**config.mk**
```make
export PLATFORM = sky130hd
export DESIGN_NAME = interval_timer
export DESIGN_NICKNAME = d
export VERILOG_FILES = /design/src/rtl/tmr_pkg.sv /design/src/rtl/tmr_counter.sv /design/src/rtl/tmr_match.sv /design/src/rtl/tmr_router.sv /design/src/rtl/interval_timer.sv
export SDC_FILE = /design/constraint.sdc
export NUM_CORES = 1
export LEC_CHECK = 0
export BUFFER_PORTS_ARGS = -buffer_cell sky130_fd_sc_hd__buf_2
export CAP_MARGIN = 0
export CORE_UTILIZATION = 30
export DETAILED_ROUTE_END_ITERATION = 16
export GPL_ROUTABILITY_DRIVEN = 0
export PLACE_DENSITY = 0.44
export SLEW_MARGIN = 15
export SYNTH_ARGS = -nofsm -noshare
export SYNTH_HDL_FRONTEND = slang
export SYNTH_SLANG_ARGS = --single-unit
```
**constraint.sdc**
```tcl
create_clock -name clk -period 2.63 [get_ports clk]
set_input_delay 0.526 -clock clk [delete_from_list [all_inputs] [get_ports clk]]
set_output_delay 0.526 -clock clk [all_outputs]
set_load 0.005 [all_outputs]
```
**src/rtl/tmr_pkg.sv**
```systemverilog
package tmr_pkg;
  typedef enum logic [1:0] {
    REG_COUNT  = 2'd0,
    REG_LIMIT  = 2'd1,
    REG_CTRL   = 2'd2,
    REG_STATUS = 2'd3
  } reg_sel_e;

  localparam int FREEZE_BIT = 0;
  localparam int ROUTE_LSB  = 1;
endpackage

```
**src/rtl/tmr_counter.sv**
```systemverilog
module tmr_counter #(
  parameter int W = 32
) (
  input  logic         clk,
  input  logic         rst_n,
  input  logic         load_en,
  input  logic [W-1:0] load_val,
  input  logic         adv_en,
  output logic [W-1:0] cnt_o,
  output logic [W-1:0] cnt_inc_o
);
  logic [W-1:0] cnt_q;

  assign cnt_inc_o = cnt_q + W'(1);
  assign cnt_o     = cnt_q;

  always_ff @(posedge clk or negedge rst_n) begin
    if (!rst_n)       cnt_q <= '0;
    else if (load_en) cnt_q <= load_val;
    else if (adv_en)  cnt_q <= cnt_inc_o;
  end
endmodule

```
**src/rtl/tmr_match.sv**
```systemverilog
module tmr_match #(
  parameter int W           = 32,
  parameter bit KEEP_STATUS = 1'b1
) (
  input  logic         clk,
  input  logic         rst_n,
  input  logic         step,
  input  logic [W-1:0] cnt_inc,
  input  logic [W-1:0] limit,
  input  logic         clr,
  output logic         irq_o,
  output logic         sts_o
);
  logic hit;
  logic irq_q;

  assign hit   = step && (cnt_inc == limit);
  assign irq_o = irq_q;

  always_ff @(posedge clk or negedge rst_n) begin
    if (!rst_n)   irq_q <= 1'b0;
    else if (clr) irq_q <= 1'b0;
    else if (hit) irq_q <= 1'b1;
  end

  generate
    if (KEEP_STATUS) begin : g_sts
      logic sts_q;
      always_ff @(posedge clk or negedge rst_n) begin
        if (!rst_n)   sts_q <= 1'b0;
        else if (clr) sts_q <= 1'b0;
        else if (hit) sts_q <= 1'b1;
      end
      assign sts_o = sts_q;
    end else begin : g_nosts
      assign sts_o = 1'b0;
    end
  endgenerate
endmodule

```
**src/rtl/tmr_router.sv**
```systemverilog
module tmr_router #(
  parameter int N  = 8,
  parameter int RW = 3
) (
  input  logic          irq,
  input  logic [RW-1:0] sel,
  output logic [N-1:0]  lines
);
  generate
    for (genvar g = 0; g < N; g++) begin : g_line
      assign lines[g] = irq && (sel == RW'(g));
    end
  endgenerate
endmodule

```
**src/rtl/interval_timer.sv**
```systemverilog
module interval_timer #(
  parameter int CNT_W       = 32,
  parameter int N_LINES     = 8,
  parameter bit KEEP_STATUS = 1'b1
) (
  input  logic               clk,
  input  logic               rst_n,
  input  logic               tick_i,
  input  logic               wr_en_i,
  input  logic [1:0]         wr_addr_i,
  input  logic [CNT_W-1:0]   wr_data_i,
  input  logic [1:0]         rd_addr_i,
  output logic [CNT_W-1:0]   rd_data_o,
  output logic [N_LINES-1:0] irq_o
);
  import tmr_pkg::*;

  localparam int ROUTE_W = $clog2(N_LINES);
  localparam int ROUTE_MSB = ROUTE_LSB + ROUTE_W - 1;

  logic               cnt_wr, lim_wr, ctl_wr;
  logic               step;
  logic [CNT_W-1:0]   cnt_q, cnt_inc;
  logic [CNT_W-1:0]   limit_q;
  logic               freeze_q;
  logic [ROUTE_W-1:0] route_q;
  logic               irq_q, sts;

  assign cnt_wr = wr_en_i && (wr_addr_i == REG_COUNT);
  assign lim_wr = wr_en_i && (wr_addr_i == REG_LIMIT);
  assign ctl_wr = wr_en_i && (wr_addr_i == REG_CTRL);
  assign step   = tick_i && !freeze_q && !cnt_wr;

  always_ff @(posedge clk or negedge rst_n) begin
    if (!rst_n) begin
      limit_q  <= '0;
      freeze_q <= 1'b0;
      route_q  <= '0;
    end else begin
      if (lim_wr) limit_q <= wr_data_i;
      if (ctl_wr) begin
        freeze_q <= wr_data_i[FREEZE_BIT];
        route_q  <= wr_data_i[ROUTE_MSB:ROUTE_LSB];
      end
    end
  end

  tmr_counter #(.W(CNT_W)) u_cnt (
    .clk      (clk),
    .rst_n    (rst_n),
    .load_en  (cnt_wr),
    .load_val (wr_data_i),
    .adv_en   (tick_i && !freeze_q),
    .cnt_o    (cnt_q),
    .cnt_inc_o(cnt_inc)
  );

  tmr_match #(.W(CNT_W), .KEEP_STATUS(KEEP_STATUS)) u_match (
    .clk    (clk),
    .rst_n  (rst_n),
    .step   (step),
    .cnt_inc(cnt_inc),
    .limit  (limit_q),
    .clr    (lim_wr),
    .irq_o  (irq_q),
    .sts_o  (sts)
  );

  tmr_router #(.N(N_LINES), .RW(ROUTE_W)) u_route (
    .irq  (irq_q),
    .sel  (route_q),
    .lines(irq_o)
  );

  always_comb begin
    rd_data_o = '0;
    case (rd_addr_i)
      REG_COUNT: rd_data_o = cnt_q;
      REG_LIMIT: rd_data_o = limit_q;
      REG_CTRL: begin
        rd_data_o[FREEZE_BIT]          = freeze_q;
        rd_data_o[ROUTE_MSB:ROUTE_LSB] = route_q;
      end
      default:   rd_data_o[0] = sts;
    endcase
  end
endmodule


```
; Yosys cells after proc, flatten, opt, wreduce, memory -nomap -nowiden
; Index checks and enable logic that the tools add are counted.
[classes]
n_reduce_logical = 21
muxes = 7
addsub = 1
eq_ne = 12
[op_table]
columns = op, n
row1 = 32-bit 2-to-1 mux, 2
row2 = 28-bit case mux with 2 select lines, 1
row3 = "32-bit by 1-bit adder with 32-bit output, second input constant", 1
row4 = 32-bit equality test, 1
row5 = 1-bit logical AND, 14
row6 = "3-bit equality test, second input constant", 4
row7 = 3-bit case mux with 3 select lines, 1
row8 = "3-bit by 2-bit equality test with 1-bit output, second input constant", 2
row9 = "2-bit by 1-bit equality test with 1-bit output, second input constant", 2
row10 = "2-bit equality test, second input constant", 2
row11 = 2-bit logical NOT, 2
row12 = 2-bit nonzero test, 2
row13 = "3-bit by 1-bit equality test with 1-bit output, second input constant", 1
row14 = 3-bit logical NOT, 1
row15 = 1-bit case mux with 3 select lines, 1
row16 = 1-bit logical NOT, 2
row17 = 1-bit 2-to-1 mux, 2
[totals]
input_bits = 40
out_inout_bits = 40
register_bits = 69
wordCells = 46

; Longest topological paths before layout
; Gate-level depths: netlist of run 1.
[logic_depth]
word_depth = 7
ltp_mapped = 9
depth_no_buf = 8

; By module
; From an unflattened synthesis of run 1, not the netlist that was laid out.
[unflattened]
cells_unflattened = 519
area_unflattened_um2 = 4993.5
[modules_own_cells]
columns = module, area_each_um2, cells_per_inst, seq_area_each_um2, instances
row1 = tmr_counter, 2484.9, 311, 800.8, 1
row2 = interval_timer, 2013.2, 153, 900.9, 1
row3 = tmr_match, 399.1, 47, 25.0, 1
row4 = tmr_router, 96.3, 8, 0.0, 1

; Worst setup path after synthesis of run 1
; OpenSTA, ideal clock, no wires.
[synth_path]
kind = register to register
startpoint = register u_cnt.cnt_q[1] (netlist: u_cnt.cnt_o[1])
endpoint = register u_match.g_sts.sts_q (netlist: u_match.sts_o)
required_time_ps = 2538
stages_incl_launch_ff = 9
path_buffers = 0
arrival_ps = 2256
period_less_slack_ps = 2348
setup_ps = 92
setup_slack_ps = 282
cell_sequence = dfrtp_1 -> ha_1 -> nand4_1 -> nor4_1 -> nand4_1 -> xnor2_1 -> nor4_1 -> nand4_1 -> o31ai_2
[synth_between]
elab_chain_cells = 4
[synth_lines]
columns = item, line_no
row1 = start: declaration, tmr_counter.sv:12  ; logic [W-1:0] cnt_q;
row2 = start signal: assignment, tmr_counter.sv:19  ; else if (load_en) cnt_q <= load_val;
row3 = start signal: assignment, tmr_counter.sv:20  ; else if (adv_en) cnt_q <= cnt_inc_o;
row4 = 32-bit by 1-bit adder with 32-bit output, tmr_counter.sv:14  ; assign cnt_inc_o = cnt_q + W'(1);
row5 = 32-bit equality test, tmr_match.sv:17  ; assign hit = step && (cnt_inc == limit);
row6 = 1-bit logical AND, tmr_match.sv:17
row7 = 2-bit nonzero test (no source line), -
row8 = end signal: assignment, tmr_match.sv:30  ; if (!rst_n) sts_q <= 1'b0;
row9 = end signal: assignment, tmr_match.sv:31  ; else if (clr) sts_q <= 1'b0;
row10 = end signal: assignment, tmr_match.sv:32  ; else if (hit) sts_q <= 1'b1;
row11 = end: declaration, tmr_match.sv:28  ; logic sts_q;
; No other way between the ends.
; A chain may end at the register's enable or synchronous reset.

; Worst setup path in the final report of run 1
[layout_path]
startpoint = register u_cnt.cnt_q[10] (netlist: u_cnt.cnt_o[10])
endpoint = register u_match.g_sts.sts_q (netlist: u_match.sts_o)
; Same word-level chain as after synthesis.

==> results of run 1 <==
==> routing by layer <==
layer,up-vias,track usage
met5,-,0
met4,0,0.04309
met3,14,0.04211
met2,97,0.2831
met1,1976,0.2268
li1,2023,-
==> cells by family (layout without fill, tap and decap cells) <==
group,after synthesis,in the layout
buffers and inverters,44,124
xor gates and xnor gates,73,73
AOI/OAI and AO/OA,68,68
DFF,69,69
adders and majority gates,1,1
and+or+nand+nor,207,207
muxes,69,69
==> through the flow <==
stage	total power, mW	setup slack (ns)	std cells
global route	4.427	0.01929	827
global placement	2.826	0.1818	811
floorplan	2.464	0.2823	531
CTS	4.203	0.09743	827
detailed placement	2.838	0.1327	811
finish	4.150	0.1862	827
==> placed cells by master (no fill, tap or decap), types with 5 or more instances in the layout <==
cell / instances
nand3b_1: 5
nand4_1: 17
dfrtp_1: 68
nor3_1: 12
nand3_1: 21
nand2b_1: 8
mux2_2: 36
clkbuf_16: 9
nor4_1: 10
buf_2: 79
buf_4: 25
xor2_1: 34
xnor2_1: 39
nand2_1: 55
nor2_1: 49
a31oi_1: 5
mux2i_1: 32
o21ai_0: 40
==> layout make-up <==
| class | instances | area share |
|---|---|---|
| inverter | 2 | 0.001280 |
| tap | 216 | 0.04608 |
| clock inverter | 4 | 0.01195 |
| timing repair buffer | 106 | 0.1063 |
| multi-input combinational | 418 | 0.4961 |
| sequential | 69 | 0.2946 |
| clock buffer | 12 | 0.04374 |
==> synthesized netlist by cell type, types with 2 or more instances <==
cell	number
a211o_1	2
a211oi_1	2
a21oi_1	4
a311oi_1	2
a31oi_1	5
and2_1	2
and3_1	4
and3_2	2
and4_1	4
and4_2	2
buf_1	3
buf_2	2
buf_4	2
buf_6	4
clkbuf_1	23
clkbuf_8	7
dfrtp_1	69
inv_1	2
mux2_2	36
mux2i_1	32
nand2_1	55
nand2b_1	8
nand3_1	21
nand3b_1	5
nand4_1	17
nor2_1	51
nor2b_1	4
nor3_1	12
nor3b_1	2
nor4_1	10
o211ai_1	2
o21ai_0	40
o41ai_1	2
xnor2_1	39
xor2_1	34
==> sequential cells by signal (all words and copies together), names as in the netlist <==
name / flops
u_match.sts_o: 1
route_q: 3
u_cnt.cnt_o: 32
limit_q: 32
freeze_q: 1
==> power by group <==
group	switching (mW)	internal, mW	leakage (nW)
sequential	0.291	1.27	0.835
clock	0.453	0.878	0.163
combinational	0.635	0.617	1.42
total	1.38	2.77	2.41
==> worst paths after layout <==
check	from	to
min	rst_n	limit_q[1]
min reg2reg	limit_q[17]	limit_q[17]
max	u_cnt.cnt_o[10]	u_match.sts_o
min in group clk	wr_data_i[30]	u_cnt.cnt_o[30]
max reg2reg	u_cnt.cnt_o[10]	u_match.sts_o
max in group asynchronous	rst_n	u_cnt.cnt_o[19]
==> results.toml, run 1 <==
[status]
outcome = "finished, final reports clean"

[sta]
timing.setup.tns_ns = 0
finalClockSkew_ns = 0.006921
slew_violations = 0
tightest_slew_ns = 0.5814
rsz0062_at_grt = "no"
hold_viol = 0
slew_headroom = 0.6073
fmax_ghz = 0.4092
final.period_utilization = 0.9292
setup_viol = 0
hold_slack_ns = 0.1460
layout_min_cycle_time_ns = 2.444

[setup_path]
crit_type = "flip-flop to flip-flop"
crit_family = "simple AND/OR/NAND/NOR gates"
worstSetupPathDepth = 7
reg2regPathDepth = 7
crit_fanout = 8
critical_path.max_stage_delay_ns = 0.60
path_cells = "nand3_2 > or4_4 > nor3_1 > xnor2_1 > a211oi_1 > o211ai_1 > o31ai_2"
ff2ff_setup_slack_ns = 0.19
start_kind = "flip-flop"
path_buf_inv = 0
end_kind = "flip-flop"
arrival_ns = 2.70
crit_slowest_cell = "or4_4"
required_ns = 2.88

[detailed_routing]
drtAntennaViolNets = 0
drtIter0Drc = 140
postRouteWirelength_mm = 13.59
dr_wl_met3_um = 573
avgRoutedWirePerCell_um = 16.44
routed.top_layer = "met4"
routed-via-count = 4110
dr_wl_met2_mm = 6.366
met1Wirelength_mm = 6.481
dr.pass1.iters = 4
drc = 0
avgViaCountPerCell = 4.970

[finish]
fin_area_um2 = 5864
multiInputGateArea_um2 = 2909
seqCellArea_um2 = 1728
nets = 647
antenna_cells = 0
drive_gt1_frac = 0.2881
fillers = 1693
syn_to_final_growth_pct = 19.96
fin_util = 0.3692

[synth]
syn_avg_cell_area_um2 = 9.206
syn_inst = 531
synthTopCellsByArea = "dfrtp_1, mux2_2, xnor2_1"
synth_mux_area_frac = 0.1531
synthAdderAreaFrac = 0.002560
synth_top_family_by_area = "simple AND/OR/NAND/NOR gates"
yosysSeqAreaShare = 0.3532
yosysWarnings = 0
synth_area_um2 = 4888
synth.top_cell.area_share = 0.3532
async_reset_ff_frac = 1.000
ys_seq_elements = 69
synth_edf_count = 0
synthXorXnorAreaFrac = 0.1308
synth_compound_area_frac = 0.08830
synth_top_cell_by_area = "dfrtp_1"
syn_nets = 572
synthFlopType = "dfrtp_1"
synth-simple-area-share = 0.2155
synth_cell_type_count = 55

[place]
dp_hpwl_mm = 10.27
port_buffers = 79
placed_cell_area_um2 = 5520

[cts]
clock_latency_ns = 0.34
ctsHoldBuffers = 0
numCtsBuffers = 9
post_cts_resized = 0
clk_pin_slew_worst_paths_ns = 0.06
cts-root-buf = "clkbuf_16"
h-tree-depth = 3
clk_path_buf_depth = 2
cts_tree = "done"
post_cts_buffers = 0
clock_sinks = 69

[floorplan]
num_rows = 46
die_area_um2 = 16810
die_w_um = 129.7
die_y_um = 129.7
io_pins = 80
coreArea_um2 = 15890
initial_core_util = 0.3077

[power]
power.density_nw_per_um2 = 707.6
power.leakage_nw = 2.414
irDropWorstVdd_mv = 0.4365

[grt]
grt_max_degree = 65
grt_pass1_wl_mm = 21.78
grt_usage = 0.1725
antenna_found_initial = 0
grt-ovfl-total = 0
grt_pass1_vias = 4063

[flow_run]
maxCapViolations = 0

[hold_path]
hold_class = "input pin to async pin"
(Power assumes the default switching activity.)
==> inputs of run 2 (changes only) <==
--- a/config.mk
+++ b/config.mk
@@ -11,6 +11,7 @@
 export DETAILED_ROUTE_END_ITERATION = 16
 export GPL_ROUTABILITY_DRIVEN = 0
 export PLACE_DENSITY = 0.44
+export RECOVER_POWER = 100
 export SLEW_MARGIN = 15
 export SYNTH_ARGS = -nofsm -noshare
 export SYNTH_HDL_FRONTEND = slang
==> run 2 against run 1 <==
  * Combinational power hardly changed
  * Flip-flop and latch count stayed put
  * Total power is 0.46% lower
  * Critical endpoint unchanged
  * Largest cell class unchanged
  * Largest power group unchanged
==> results.toml, run 2 (synthesis results as in run 1) <==
[status]
outcome = "finished, final reports clean"

[setup_path]
arrival_ns = 2.70
path_cells = "nand3_2 > or4_4 > nor3_1 > xnor2_1 > a211oi_1 > o211ai_1 > o31ai_2"
start_kind = "flip-flop"
ff2ff_setup_slack_ns = 0.18
crit_type = "flip-flop to flip-flop"
end_kind = "flip-flop"
worst_r2r_endpoint = "u_match.sts_o"
crit_family = "simple AND/OR/NAND/NOR gates"
crit_fanout = 8
r2r_start = "u_cnt.cnt_o[10]"
critical_path.max_stage_delay_ns = 0.60
path_buf_inv = 0
reg2regPathDepth = 7
crit_slowest_cell = "or4_4"
required_ns = 2.88

[place]
dp_hpwl_mm = 10.27
placed_cell_area_um2 = 5520
port_buffers = 79
place_ws_ns = 0.1327

[grt]
grt_pass1_vias = 4063
antenna_found_initial = 0
grt_max_degree = 65
grt_usage = 0.1725
grt-ovfl-total = 0
grt_pass1_wl_mm = 21.78

[sta]
finalClockSkew_ns = 0.006599
slew_violations = 0
timing.setup.tns_ns = 0
rsz0062_at_grt = "no"
slew_headroom = 0.2205
tightest_slew_ns = 1.169
setup_ws_ns = 0.1780
layout_min_cycle_time_ns = 2.452
hold_viol = 0
setup_viol = 0
final.period_utilization = 0.9323
fmax_ghz = 0.4078

[detailed_routing]
dr.pass1.iters = 6
routed-via-count = 4132
avgRoutedWirePerCell_um = 16.49
drtAntennaViolNets = 0
drtIter0Drc = 168
drc = 0
postRouteWirelength_mm = 13.64
avgViaCountPerCell = 4.996

[hold_path]
hold_class = "input pin to async pin"

[cts]
clk_pin_slew_worst_paths_ns = 0.06
h-tree-depth = 3
clock_latency_ns = 0.34
cts-root-buf = "clkbuf_16"
clock_sinks = 69
post_cts_buffers = 0
cts_tree = "done"
clk_path_buf_depth = 2
numCtsBuffers = 9

[floorplan]
num_rows = 46
io_pins = 80
coreArea_um2 = 15890
die_area_um2 = 16810
initial_core_util = 0.3077
die_w_um = 129.7
die_y_um = 129.7

[power]
power.density_nw_per_um2 = 712.1
irDropWorstVdd_mv = 0.4366
power_mw = 4.130
power.leakage_nw = 2.269

[finish]
drive_gt1_frac = 0.2275
mostFrequentLayoutCell = "dfrtp_1"
multiInputGateArea_um2 = 2909
antenna_cells = 0
syn_to_final_growth_pct = 18.66
fin_area_um2 = 5801
seqCellArea_um2 = 1728
fillers = 1714
nets = 647
final_cell_mix = "dfrtp_1, nand2_1, nor2_1, o21ai_0, buf_2"

[flow_run]
maxCapViolations = 0
==> run 2: cell types whose count changed in the layout (fill, tap and decap cells not counted), sizes merged <==
cell | previous run | this run
clkbuf | 12 | 58
buf | 106 | 60
==> run 2: worst max-delay path by stage <==
stage                    start            end  cells past startpoint
2_1_floorplan   u_cnt.cnt_o[1]  u_match.sts_o                      8
4_1_cts         u_cnt.cnt_o[1]  u_match.sts_o                      8
6_report       u_cnt.cnt_o[10]  u_match.sts_o                      7
3_3_place_gp    u_cnt.cnt_o[1]  u_match.sts_o                      8
5_1_grt         u_cnt.cnt_o[1]  u_match.sts_o                      9
3_5_place_dp    u_cnt.cnt_o[1]  u_match.sts_o                      8
==> run 2: power by group <==
| group | internal [mW] | leakage, nW | total [mW] | switching, mW |
|---|---|---|---|---|
| sequential | 1.27 | 0.835 | 1.57 | 0.292 |
| clock | 0.878 | 0.163 | 1.33 | 0.449 |
| combinational | 0.599 | 1.27 | 1.24 | 0.637 |
==> run 2: worst reg2reg max path, delay by kind of cell (launching register included) <==
family           cells  cell delay [ns]
AO/OA/AOI/OAI        3             0.67
XOR/XNOR             1             0.11
flip-flops           1             0.48
AND/OR/NAND/NOR      3             1.10
==> run 2: cell type report <==
| type | count | share of cell area |
|---|---|---|
| flip-flops and latches | 69 | 0.2979 |
| repair buffers | 106 | 0.09642 |
| clock buffers | 12 | 0.04422 |
| well taps | 216 | 0.04659 |
| multi-input cells | 418 | 0.5015 |
| inverters | 2 | 0.001294 |
| clock inverters | 4 | 0.01208 |
==> run 2: what timing repair did <==
item | CTS | global route
hold buffers | 0 | 0
gates resized for setup | 0 | 5
setup endpoints to repair | 0 | 2
==> run 2: layer usage <==
layer  part of all wire  vias up  global-route usage
met5                  0        -                   0
met4             0.0092        0             0.04309
met3              0.044       12             0.04211
met2               0.47      103              0.2831
met1               0.48     1994              0.2268
li1                   -     2023                   -
==> run 2: per-stage QoR <==
| stage | instances | util | hold slack (ns) |
|---|---|---|---|
| after CTS | 827 | 0.3681 | 0.1520 |
| after floorplan | 531 | - | 0.2304 |
| after detailed placement | 811 | 0.3475 | 0.5210 |
| final | 827 | 0.3652 | 0.4055 |
| after global routing | 827 | 0.3652 | 0.4029 |
| after global placement | 811 | 0.3475 | 0.5187 |
==> inputs of run 3 (changes only) <==
--- a/config.mk
+++ b/config.mk
@@ -7,10 +7,10 @@
 export LEC_CHECK = 0
 export BUFFER_PORTS_ARGS = -buffer_cell sky130_fd_sc_hd__buf_2
 export CAP_MARGIN = 0
-export CORE_UTILIZATION = 30
+export CORE_UTILIZATION = 58
 export DETAILED_ROUTE_END_ITERATION = 16
 export GPL_ROUTABILITY_DRIVEN = 0
-export PLACE_DENSITY = 0.44
+export PLACE_DENSITY = 0.78
 export RECOVER_POWER = 100
 export SLEW_MARGIN = 15
 export SYNTH_ARGS = -nofsm -noshare
==> run 3 against run 2 <==
  * Clock skew up 0.0037 ns
  * Via count up 3.8%
  * Sequential share of layout area up 1.8 points
  * Clock power down 39%
  * Sequential power about the same
  * Count of clock-buffer cells in the layout up 2
  * Global-route usage up 12 points
  * Register-to-register slack about the same
  * Worst hold slack worse by 0.18 ns
  * Critical endpoint is now rd_data_o[0]
  * Combinational power about the same
  * Cell area down 5.7%
  * Largest cell class unchanged
==> results.toml, run 3 (synthesis results as in run 1) <==
[status]
outcome = "finished, final reports clean"

[cts]
ctsHoldBuffers = 0
clock_sinks = 69
cts_tree = "done"
h-tree-depth = 3
clk_pin_slew_worst_paths_ns = 0.07
clock_latency_ns = 0.36
cts-root-buf = "clkbuf_8"
numCtsBuffers = 9
clk_path_buf_depth = 2
post_cts_buffers = 0

[sta]
layout_min_cycle_time_ns = 2.506
timing.setup.tns_ns = 0
slew_violations = 0
setup_viol = 0
rsz0062_at_grt = "no"
tightest_slew_ns = 1.426
setup_ws_ns = 0.1240
fmax_ghz = 0.3990
slew_headroom = 0.04930
finalClockSkew_ns = 0.01028
final.period_utilization = 0.9529
hold_slack_ns = 0.2282
hold_viol = 0

[finish]
fillers = 686
syn_to_final_growth_pct = 11.95
drive_gt1_frac = 0.2220
antenna_cells = 0
seqCellArea_um2 = 1727
layout.cells.non_filler = 713
fin_area_um2 = 5473
fin_util = 0.6694
nets = 645
final_cell_mix = "dfrtp_1, nand2_1, nor2_1, buf_2, o21ai_0"
multiInputGateArea_um2 = 2903
mostFrequentLayoutCell = "dfrtp_1"

[detailed_routing]
drtIter0Drc = 253
postRouteWirelength_mm = 12.22
avgRoutedWirePerCell_um = 17.14
drtAntennaViolNets = 0
avgViaCountPerCell = 6.013
dr.pass1.iters = 5
routed-via-count = 4287
drc = 0

[floorplan]
die_y_um = 93.81
die_area_um2 = 8799
die_w_um = 93.81
io_pins = 80
num_rows = 33
coreArea_um2 = 8175
initial_core_util = 0.5979

[place]
dp_hpwl_mm = 8.818
dpl.cell_count = 698
placed_cell_area_um2 = 5354
port_buffers = 79
place_ws_ns = 0.08968

[grt]
grt_pass1_vias = 4182
grt_max_degree = 65
grt_usage = 0.2877
grt_pass1_wl_mm = 19.55
grt-ovfl-total = 0
antenna_found_initial = 0

[setup_path]
ff2ff_setup_slack_ns = 0.17
path_cells = "buf_2 > buf_2 > mux4_2 > buf_2"
path_common_cell = "buf_2"
crit_type = "input pin to primary output"
crit_slowest_cell = "buf_2"
critical_path.max_stage_delay_ns = 0.79
end_kind = "primary output"
arrival_ns = 1.98
start_kind = "input pin"
crit_fanout = 33
required_ns = 2.10
reg2regPathDepth = 7

[hold_path]
hold_class = "input pin to async pin"

[flow_run]
maxCapViolations = 0

[power]
power_mw = 3.613
power.leakage_nw = 2.193
irDropWorstVdd_mv = 0.3624
power.density_nw_per_um2 = 660.2
[run 3: path summary, 6_finish.rpt]
check	start	endpoint
worst min register to register	route_q[0]	route_q[0]
min in group clk	wr_data_i[31]	u_cnt.cnt_o[31]
worst max-delay path	rd_addr_i[0]	rd_data_o[0]
worst min-delay path	rst_n	route_q[1]
worst max register to register	u_cnt.cnt_o[7]	u_match.sts_o
max in group asynchronous	rst_n	limit_q[18]
[run 3: per-layer routing]
metal  wire (um)  vias up  GRT usage  part of all wire
met5           0        -          0                 0
met4         367        0     0.1295             0.030
met3         640       40    0.06472             0.052
met2        6088      159     0.4927              0.50
met1        5122     2064     0.3432              0.42
li1            -     2024          -                 -
[run 3: report_power, final]
group | switching [mW] | internal [mW] | leakage (nW)
combinational | 0.648 | 0.599 | 1.26
clock | 0.395 | 0.414 | 0.0926
sequential | 0.286 | 1.27 | 0.837
[run 3: worst max-delay path: cells and delay by family]
kind | cells | cell delay [ns]
buf+inv | 3 | 1.00
mux | 1 | 0.43
[run 3: layout make-up]
class                      instances  area share
inverter                           2    0.001372
clock buffer                      14     0.03155
multi-input combinational        418      0.5304
timing repair buffer             104     0.09625
sequential                        69      0.3155
clock inverter                     1   0.0009145
tap                              105     0.02401
[run 3: what timing repair did]
action / CTS / global route
gates resized for setup: 0 / 3
setup endpoints to repair: 0 / 1
hold endpoints to repair: 0 / 0
